$ cat src/rtl/susp_wake_pkg.sv
package susp_wake_pkg;
    localparam int NUM_SRC = 5;
    localparam int MODE_W  = 2;

    typedef enum logic [1:0] {
        ST_NORMAL = 2'd0,
        ST_ASLEEP = 2'd1,
        ST_WAKE   = 2'd2
    } wake_state_t;

    // wake-source mask for each suspend mode
    function automatic logic [NUM_SRC-1:0] mode_mask(input logic [MODE_W-1:0] m);
        logic [NUM_SRC-1:0] k;
        k = 5'b00001;
        unique case (m)
            2'd0: k = k | 5'b00110;
            2'd1: k = k | 5'b01000;
            2'd2: k = k;
            2'd3: k = k | 5'b10000;
        endcase
        return k;
    endfunction

    function automatic logic mode_stops_clk(input logic [MODE_W-1:0] m);
        return (m == '0);
    endfunction
endpackage

$ cat src/rtl/susp_mode_reg.sv
module susp_mode_reg
    import susp_wake_pkg::*;
#(
    parameter int MW = MODE_W,
    parameter logic [MW-1:0] DEFAULT_MODE = 2
) (
    input  logic          clk,
    input  logic          rst_n,
    input  logic          in_normal,
    input  logic          mode_set,
    input  logic [MW-1:0] mode_sel,
    output logic [MW-1:0] mode_eff,
    output logic [MW-1:0] mode_q
);
    // A write in the same cycle as a suspend request takes effect at once
    always_comb mode_eff = (in_normal && mode_set) ? mode_sel : mode_q;

    always_ff @(posedge clk) begin
        if (!rst_n)
            mode_q <= DEFAULT_MODE;
        else if (in_normal && mode_set)
            mode_q <= mode_sel;
    end
endmodule

$ cat src/rtl/wake_src_filter.sv
module wake_src_filter
    import susp_wake_pkg::*;
#(
    parameter int NS = NUM_SRC
) (
    input  logic [MODE_W-1:0] mode,
    input  logic [NS-1:0]     ev_in,
    output logic [NS-1:0]     hit_vec,
    output logic              hit_any
);
    logic [NS-1:0] mask;

    always_comb mask = mode_mask(mode);

    for (genvar i = 0; i < NS; i++) begin : g_src
        assign hit_vec[i] = ev_in[i] & mask[i];
    end

    assign hit_any = |hit_vec;
endmodule

$ cat src/rtl/wake_fsm.sv
module wake_fsm
    import susp_wake_pkg::*;
#(
    parameter int NS = NUM_SRC
) (
    input  logic          clk,
    input  logic          rst_n,
    input  logic          suspend_req,
    input  logic          resume_ack,
    input  logic          hit_any,
    input  logic [NS-1:0] hit_vec,
    output wake_state_t   state,
    output logic          in_normal,
    output logic          asleep,
    output logic          wake_req,
    output logic [NS-1:0] status
);
    wake_state_t state_nx;

    always_comb begin
        state_nx = state;
        unique case (state)
            ST_NORMAL: if (suspend_req) state_nx = ST_ASLEEP;
            ST_ASLEEP: begin
                if (hit_any)         state_nx = ST_WAKE;
                else if (resume_ack) state_nx = ST_NORMAL;
            end
            ST_WAKE:   if (resume_ack) state_nx = ST_NORMAL;
            default:   state_nx = ST_NORMAL;
        endcase
    end

    // State register
    always_ff @(posedge clk) begin
        if (!rst_n) state <= ST_NORMAL;
        else        state <= state_nx;
    end

    // Wake-source latch
    always_ff @(posedge clk) begin
        if (!rst_n)
            status <= '0;
        else if (state == ST_NORMAL && suspend_req)
            status <= '0;
        else if (state == ST_ASLEEP && hit_any)
            status <= hit_vec;
    end

    // Outputs decoded from state
    always_comb begin
        in_normal = (state == ST_NORMAL);
        asleep    = (state != ST_NORMAL);
        wake_req  = (state == ST_WAKE);
    end
endmodule

$ cat src/rtl/susp_wake_ctrl.sv
module susp_wake_ctrl
    import susp_wake_pkg::*;
#(
    parameter int NS = NUM_SRC,
    parameter int MW = MODE_W,
    parameter logic [MW-1:0] DEFAULT_MODE = 2
) (
    input  logic          clk,
    input  logic          rst_n,
    input  logic [MW-1:0] mode_sel,
    input  logic          mode_set,
    input  logic          suspend_req,
    input  logic          resume_ack,
    input  logic [NS-1:0] ev_in,
    output logic          wake_req,
    output logic          mac_clk_en,
    output logic [NS-1:0] wake_status
);
    wake_state_t   state;
    logic          in_normal, asleep, hit_any;
    logic [MW-1:0] mode_q, mode_eff;
    logic [NS-1:0] hit_vec;

    susp_mode_reg #(.MW(MW), .DEFAULT_MODE(DEFAULT_MODE)) u_mode (
        .clk(clk), .rst_n(rst_n), .in_normal(in_normal),
        .mode_set(mode_set), .mode_sel(mode_sel),
        .mode_eff(mode_eff), .mode_q(mode_q)
    );

    wake_src_filter #(.NS(NS)) u_filt (
        .mode(mode_q), .ev_in(ev_in),
        .hit_vec(hit_vec), .hit_any(hit_any)
    );

    wake_fsm #(.NS(NS)) u_fsm (
        .clk(clk), .rst_n(rst_n), .suspend_req(suspend_req),
        .resume_ack(resume_ack), .hit_any(hit_any), .hit_vec(hit_vec),
        .state(state), .in_normal(in_normal), .asleep(asleep),
        .wake_req(wake_req), .status(wake_status)
    );

    // The mode is frozen while suspended, so mode_q is the active mode here
    always_comb mac_clk_en = !(asleep && mode_stops_clk(mode_q));

    logic unused_eff;
    assign unused_eff = ^mode_eff;
endmodule

$ cat config.mk
export PLATFORM = sky130hd
export DESIGN_NAME = susp_wake_ctrl
export DESIGN_NICKNAME = d
export VERILOG_FILES = /design/src/rtl/susp_wake_pkg.sv /design/src/rtl/susp_mode_reg.sv /design/src/rtl/wake_src_filter.sv /design/src/rtl/wake_fsm.sv /design/src/rtl/susp_wake_ctrl.sv
export SDC_FILE = /design/constraint.sdc
export NUM_CORES = 1
export LEC_CHECK = 0
export BUFFER_PORTS_ARGS = -buffer_cell sky130_fd_sc_hd__buf_2
export CAP_MARGIN = 10
export CORE_AREA = 2 2 39 41
export CTS_CLUSTER_DIAMETER = 200
export DETAILED_ROUTE_END_ITERATION = 10
export DIE_AREA = 0 0 41 43
export GPL_ROUTABILITY_DRIVEN = 0
export PLACE_DENSITY = 0.68
export SLEW_MARGIN = 10
export SYNTH_ARGS = -nofsm -noshare
export SYNTH_HDL_FRONTEND = slang
export SYNTH_SLANG_ARGS = --single-unit
$ cat constraint.sdc
create_clock -name clk -period 1.5 [get_ports clk]
set_input_delay 0.225 -clock clk [delete_from_list [all_inputs] [get_ports clk]]
set_output_delay 0.225 -clock clk [all_outputs]
set_load 0.005 [all_outputs]
# Word-level counts from Yosys, hierarchy flattened
# Cells that the tools add are included.
# word_totals
ff_bits	9
inputBits	12
output_inout_bits	7
elab_cells	30
# op_classes
n_eq_ne	6
muxes	5
bitwise_logic	6
n_reduce_logical	10
# op_table
cell	count
$pmux W5 S4	1
$eq A2 B2 Y1 const B	3
$mux W2	3
$pmux W2 S3	1
$and A1 B1 Y1	5
$reduce_or A5 Y1	1
$eq A2 B1 Y1 const B	2
$logic_and A1 B1 Y1	4
$logic_not A2 Y1	2
$ne A2 B2 Y1 const B	1
$reduce_bool A2 Y1	1
$reduce_or A2 Y1	1
$logic_not A1 Y1	1
$not A1 Y1	1

# Logic depth before layout (Yosys ltp)
# depth
depth_word	6
mapped_depth	4
mapped_depth_nobuf	3

# Modules after synthesis
# Synthesis repeated with hierarchy kept, for this count alone.
# unflattened
cells_unflattened	48
hier_area_um2	461.7
# by_module_without_submodules
module	n_inst	cells_per_inst	area_per_inst_um2
wake_fsm	1	28	295.3
susp_mode_reg	1	11	100.1
wake_src_filter	1	8	57.6
susp_wake_ctrl	1	1	8.8

# Least setup slack after synthesis
# OpenSTA, ideal clock, no wires.
# synth_path
path_type	reg-to-reg
from	register u_mode.mode_q[1]
to	register u_fsm.state[1]
t_arrival_ns	1.120
t_required_ns	1.383
setup_slack_ns	0.262
path_stages_with_launch	4
path_buffers	0
period_less_slack_ns	1.238
cell_sequence	dfxtp_1 > mux2i_2 > o221ai_2 > a32o_1
# synth_between
elab_chain_cells	6
# synth_lines
item	line_no	rtl
start: declaration	susp_mode_reg.sv:13	output logic [MW-1:0] mode_q
start signal: assignment	susp_mode_reg.sv:22	mode_q <= mode_sel;
$eq A2 B2 Y1 (tied with other cells)	susp_wake_pkg.sv:15	unique case (m)
$pmux W5 S4 *	susp_wake_pkg.sv:15	
$and A1 B1 Y1	wake_src_filter.sv:16	assign hit_vec[i] = ev_in[i] & mask[i];
$reduce_or A5 Y1 *	wake_src_filter.sv:19	assign hit_any = |hit_vec;
$mux W2 *	wake_fsm.sv:25	if (hit_any) state_nx = ST_WAKE;
$pmux W2 S3 *	wake_fsm.sv:22	unique case (state)
end signal: assignment	wake_fsm.sv:36	else state <= state_nx;
end: declaration	wake_fsm.sv:12	output wake_state_t state,
# Every way passes the cells marked *; elsewhere a longest branch is shown, timed or not. The select of a mux whose other input is x is not followed.
# A chain may end at the register's enable or synchronous reset.

# Worst setup path after layout
# layout_path
from	register u_mode.mode_q[0]
to	output port mac_clk_en
# layout_between
elab_chain_cells	3
# layout_lines
item	line_no	rtl
$logic_not A2 Y1	susp_wake_pkg.sv:25	return (m == '0);
$logic_and A1 B1 Y1	susp_wake_ctrl.sv:43	always_comb mac_clk_en = !(asleep && mode_stops_clk(mode_q));
$logic_not A1 Y1	susp_wake_ctrl.sv:43	
end: declaration	susp_wake_ctrl.sv:16	output logic mac_clk_en,
# Every way passes these cells.

==> run metrics <==
largest net degree at the start of global routing 7; CP max FO 6; final setup TNS 0 ps; CTS Hold Bufs 0; Clock Pin Slew Worst Setup and Hold Paths 60 ps; nets 91; Max IR drop VDD 0.000484 V; via count 506; Setup Viol. Count Final 0; Power Dens Cells 860 mW/mm^2; FMAX 0.772 GHz; Max transition margin 74.1%; post-synthesis sequential element count 9; initial DRC count 13; final hold viol count 0; Slew Viols, Final 0; Buf+Inv Stages, Crit Path 1; switching share of power 27.4%; Post-CTS Setup Inserts 0; setup ws final 205 ps; Final Core Density 45.7%; total grt overflow 0; Simple-Gate Fraction of Synth Area 27.6%; syn_nets 67; Remaining DRCs 0; Clk Tree Root Cell clkbuf_4; Final Power 0.543 mW; post-synthesis compound-gate area fraction 25.8%; die outline area 0.00176 sq mm; Least-Margin Pin Slew 388 ps; unrepaired setup endpoints after global routing false; first-pass GRT wire length 1840 um; ant diodes 0; most frequent cells in the layout buf_2 (18), dfxtp_1 (9), nor2b_1 (8), nand2_1 (6); Worst-Skew Late Latency 260 ps; crit path cell chain nor2_1 > o21ai_0 > buf_2; vias per cell 5.38; logic gate share of total power 17.5%; Adder-Cell Fraction of Synth Area 0%; Reg2Reg Capture Point u_fsm.state[1]; post-synthesis sequential area ratio 37.1%; clock buffer count from CTS 3; synth-to-layout area growth 30.2%; critical path class flop to primary output; Die Span Y 43 um; mux contribution to synthesized area 6.96%; Worst EP required 1270 ps; deepest clock path buffer count 2; H-tree depth 1; reg2reg start u_mode.mode_q[1]; Worst Hold Class input port to flop; CP endpoint kind primary output; Die W 41 um; initial antenna violation count 0; Syn Inst Count 55; CTS tree built; HPWL Detailed 907 um; core box area 0.00138 sq mm; CP arrival 1070 ps; Row Count 14; max cap viols 0; buffers added on ports 18; Worst Hold Launch rst_n; commonest non-fill, non-tap cell in the layout buf_2; clk_skew 0.660 ps; Worst setup SP type flop; worst reg-to-reg path cell count 3; DP Worst Slack 270 ps; Routed Antenna Nets 0; Internal 0.395 mW; Synth Area in XOR/XNOR 0%; sequential share of power 47.8%; Clock Power Share 34.7%; wire per inst 12.4 um; Post-CTS Resized 0; Sw Pwr 0.149 mW; CP Depth 3; main combinational cell family by area after synthesis simple AND/OR/NAND/NOR gates; Final Cycle Share 86.3%; post-synth cell types 22; worst hold path endpoint u_mode.mode_q[1]; Synth warnings 0; hold-critical path depth 2; CP max-delay cell dfxtp_1; delay-heaviest family, CP flip-flops; reg2reg setup slack 260 ps; Initial Util 35.1%; Post-Syn Area 485 sq um; Syn Area/Cell 8.83 sq um; number of global-route vias before repair 461; static leakage 0.253 nW; min cycle time layout 1300 ps; TritonRoute pass-1 iters 4; clk sinks 9; WL final 1160 um; CP max stage delay 360 ps; outcome completed; Overall Global Routing Usage 15.6%; share of post-route cells with drive strength above 1 34.6%; io pins 19
## kinds of logic after synthesis
| group | after synthesis |
|---|---|
| flops | 9 |
| buf+inv | 3 |
| simple gates | 25 |
| mux | 3 |
| compound gates | 15 |
## cell type report
class | count | area [sq um]
clock buffers | 4 | 26.3
repair buffers | 20 | 105
fillers | 144 | 752
well taps | 16 | 20.0
inverters | 2 | 7.51
multi-input cells | 43 | 293
flip-flops and latches | 9 | 180
## routing by layer
| layer | vias to the layer above | routed length [um] | global-route usage (%) |
|---|---|---|---|
| met4 | 0 | 14 | 10.0 |
| met2 | 15 | 543 | 23.8 |
| met5 | - | 0 | 0 |
| met3 | 2 | 66 | 3.14 |
| li1 | 254 | - | - |
| met1 | 235 | 537 | 18.6 |
## synthesized netlist by cell type
library cell,instances,area share (%)
a21bo_2,1,2.1
a21oi_1,1,1.0
a311oi_2,1,3.1
a31oi_1,4,5.2
a32o_1,1,2.1
clkbuf_2,1,1.0
dfxtp_1,9,37
inv_1,2,1.5
mux2i_1,2,4.1
mux2i_2,1,2.8
nand2_1,6,4.6
nand2b_1,1,1.3
nand3_1,3,3.1
nand4_1,1,1.3
nand4b_1,1,1.8
nor2_1,3,2.3
nor2b_1,8,10
nor3b_1,1,1.5
o21ai_0,2,2.1
o221ai_1,4,7.2
o221ai_2,1,3.1
or2_1,1,1.3
## how the worst max path moves through the flow
| stage | startpoint | end | slack, ps |
|---|---|---|---|
| floorplan | u_mode.mode_q[1] | u_fsm.state[1] | 260 |
| global placement | u_mode.mode_q[1] | u_fsm.state[1] | 280 |
| detailed placement | u_mode.mode_q[1] | u_fsm.state[1] | 270 |
| CTS | u_mode.mode_q[0] | mac_clk_en | 190 |
| global route | u_mode.mode_q[0] | mac_clk_en | 80 |
| finish | u_mode.mode_q[0] | mac_clk_en | 200 |
## sequential cells by signal, indices dropped and copies added (netlist names)
signal / flops
u_fsm.status: 5
u_fsm.state: 2
u_mode.mode_q: 2
## through the flow
step           cells  hold WS (ps)  instance area (sq um)
2_1_floorplan     55           287                    485
3_3_place_gp      90           442                    606
3_5_place_dp      90           445                    606
4_1_cts           94           170                    632
5_1_grt           94           192                    632
6_report          94           174                    632
## power groups by stage
| stage | Sequential, mW | Clock (mW) | Combinational (mW) |
|---|---|---|---|
| final | 0.260 | 0.188 | 0.0949 |
| after floorplan | 0.263 | 0 | 0.0561 |
| after detailed placement | 0.265 | 0 | 0.0949 |
| after global placement | 0.264 | 0 | 0.0945 |
| after global routing | 0.261 | 0.206 | 0.105 |
| after CTS | 0.259 | 0.196 | 0.0952 |
No activity file was read; power rests on OpenSTA's default activity.
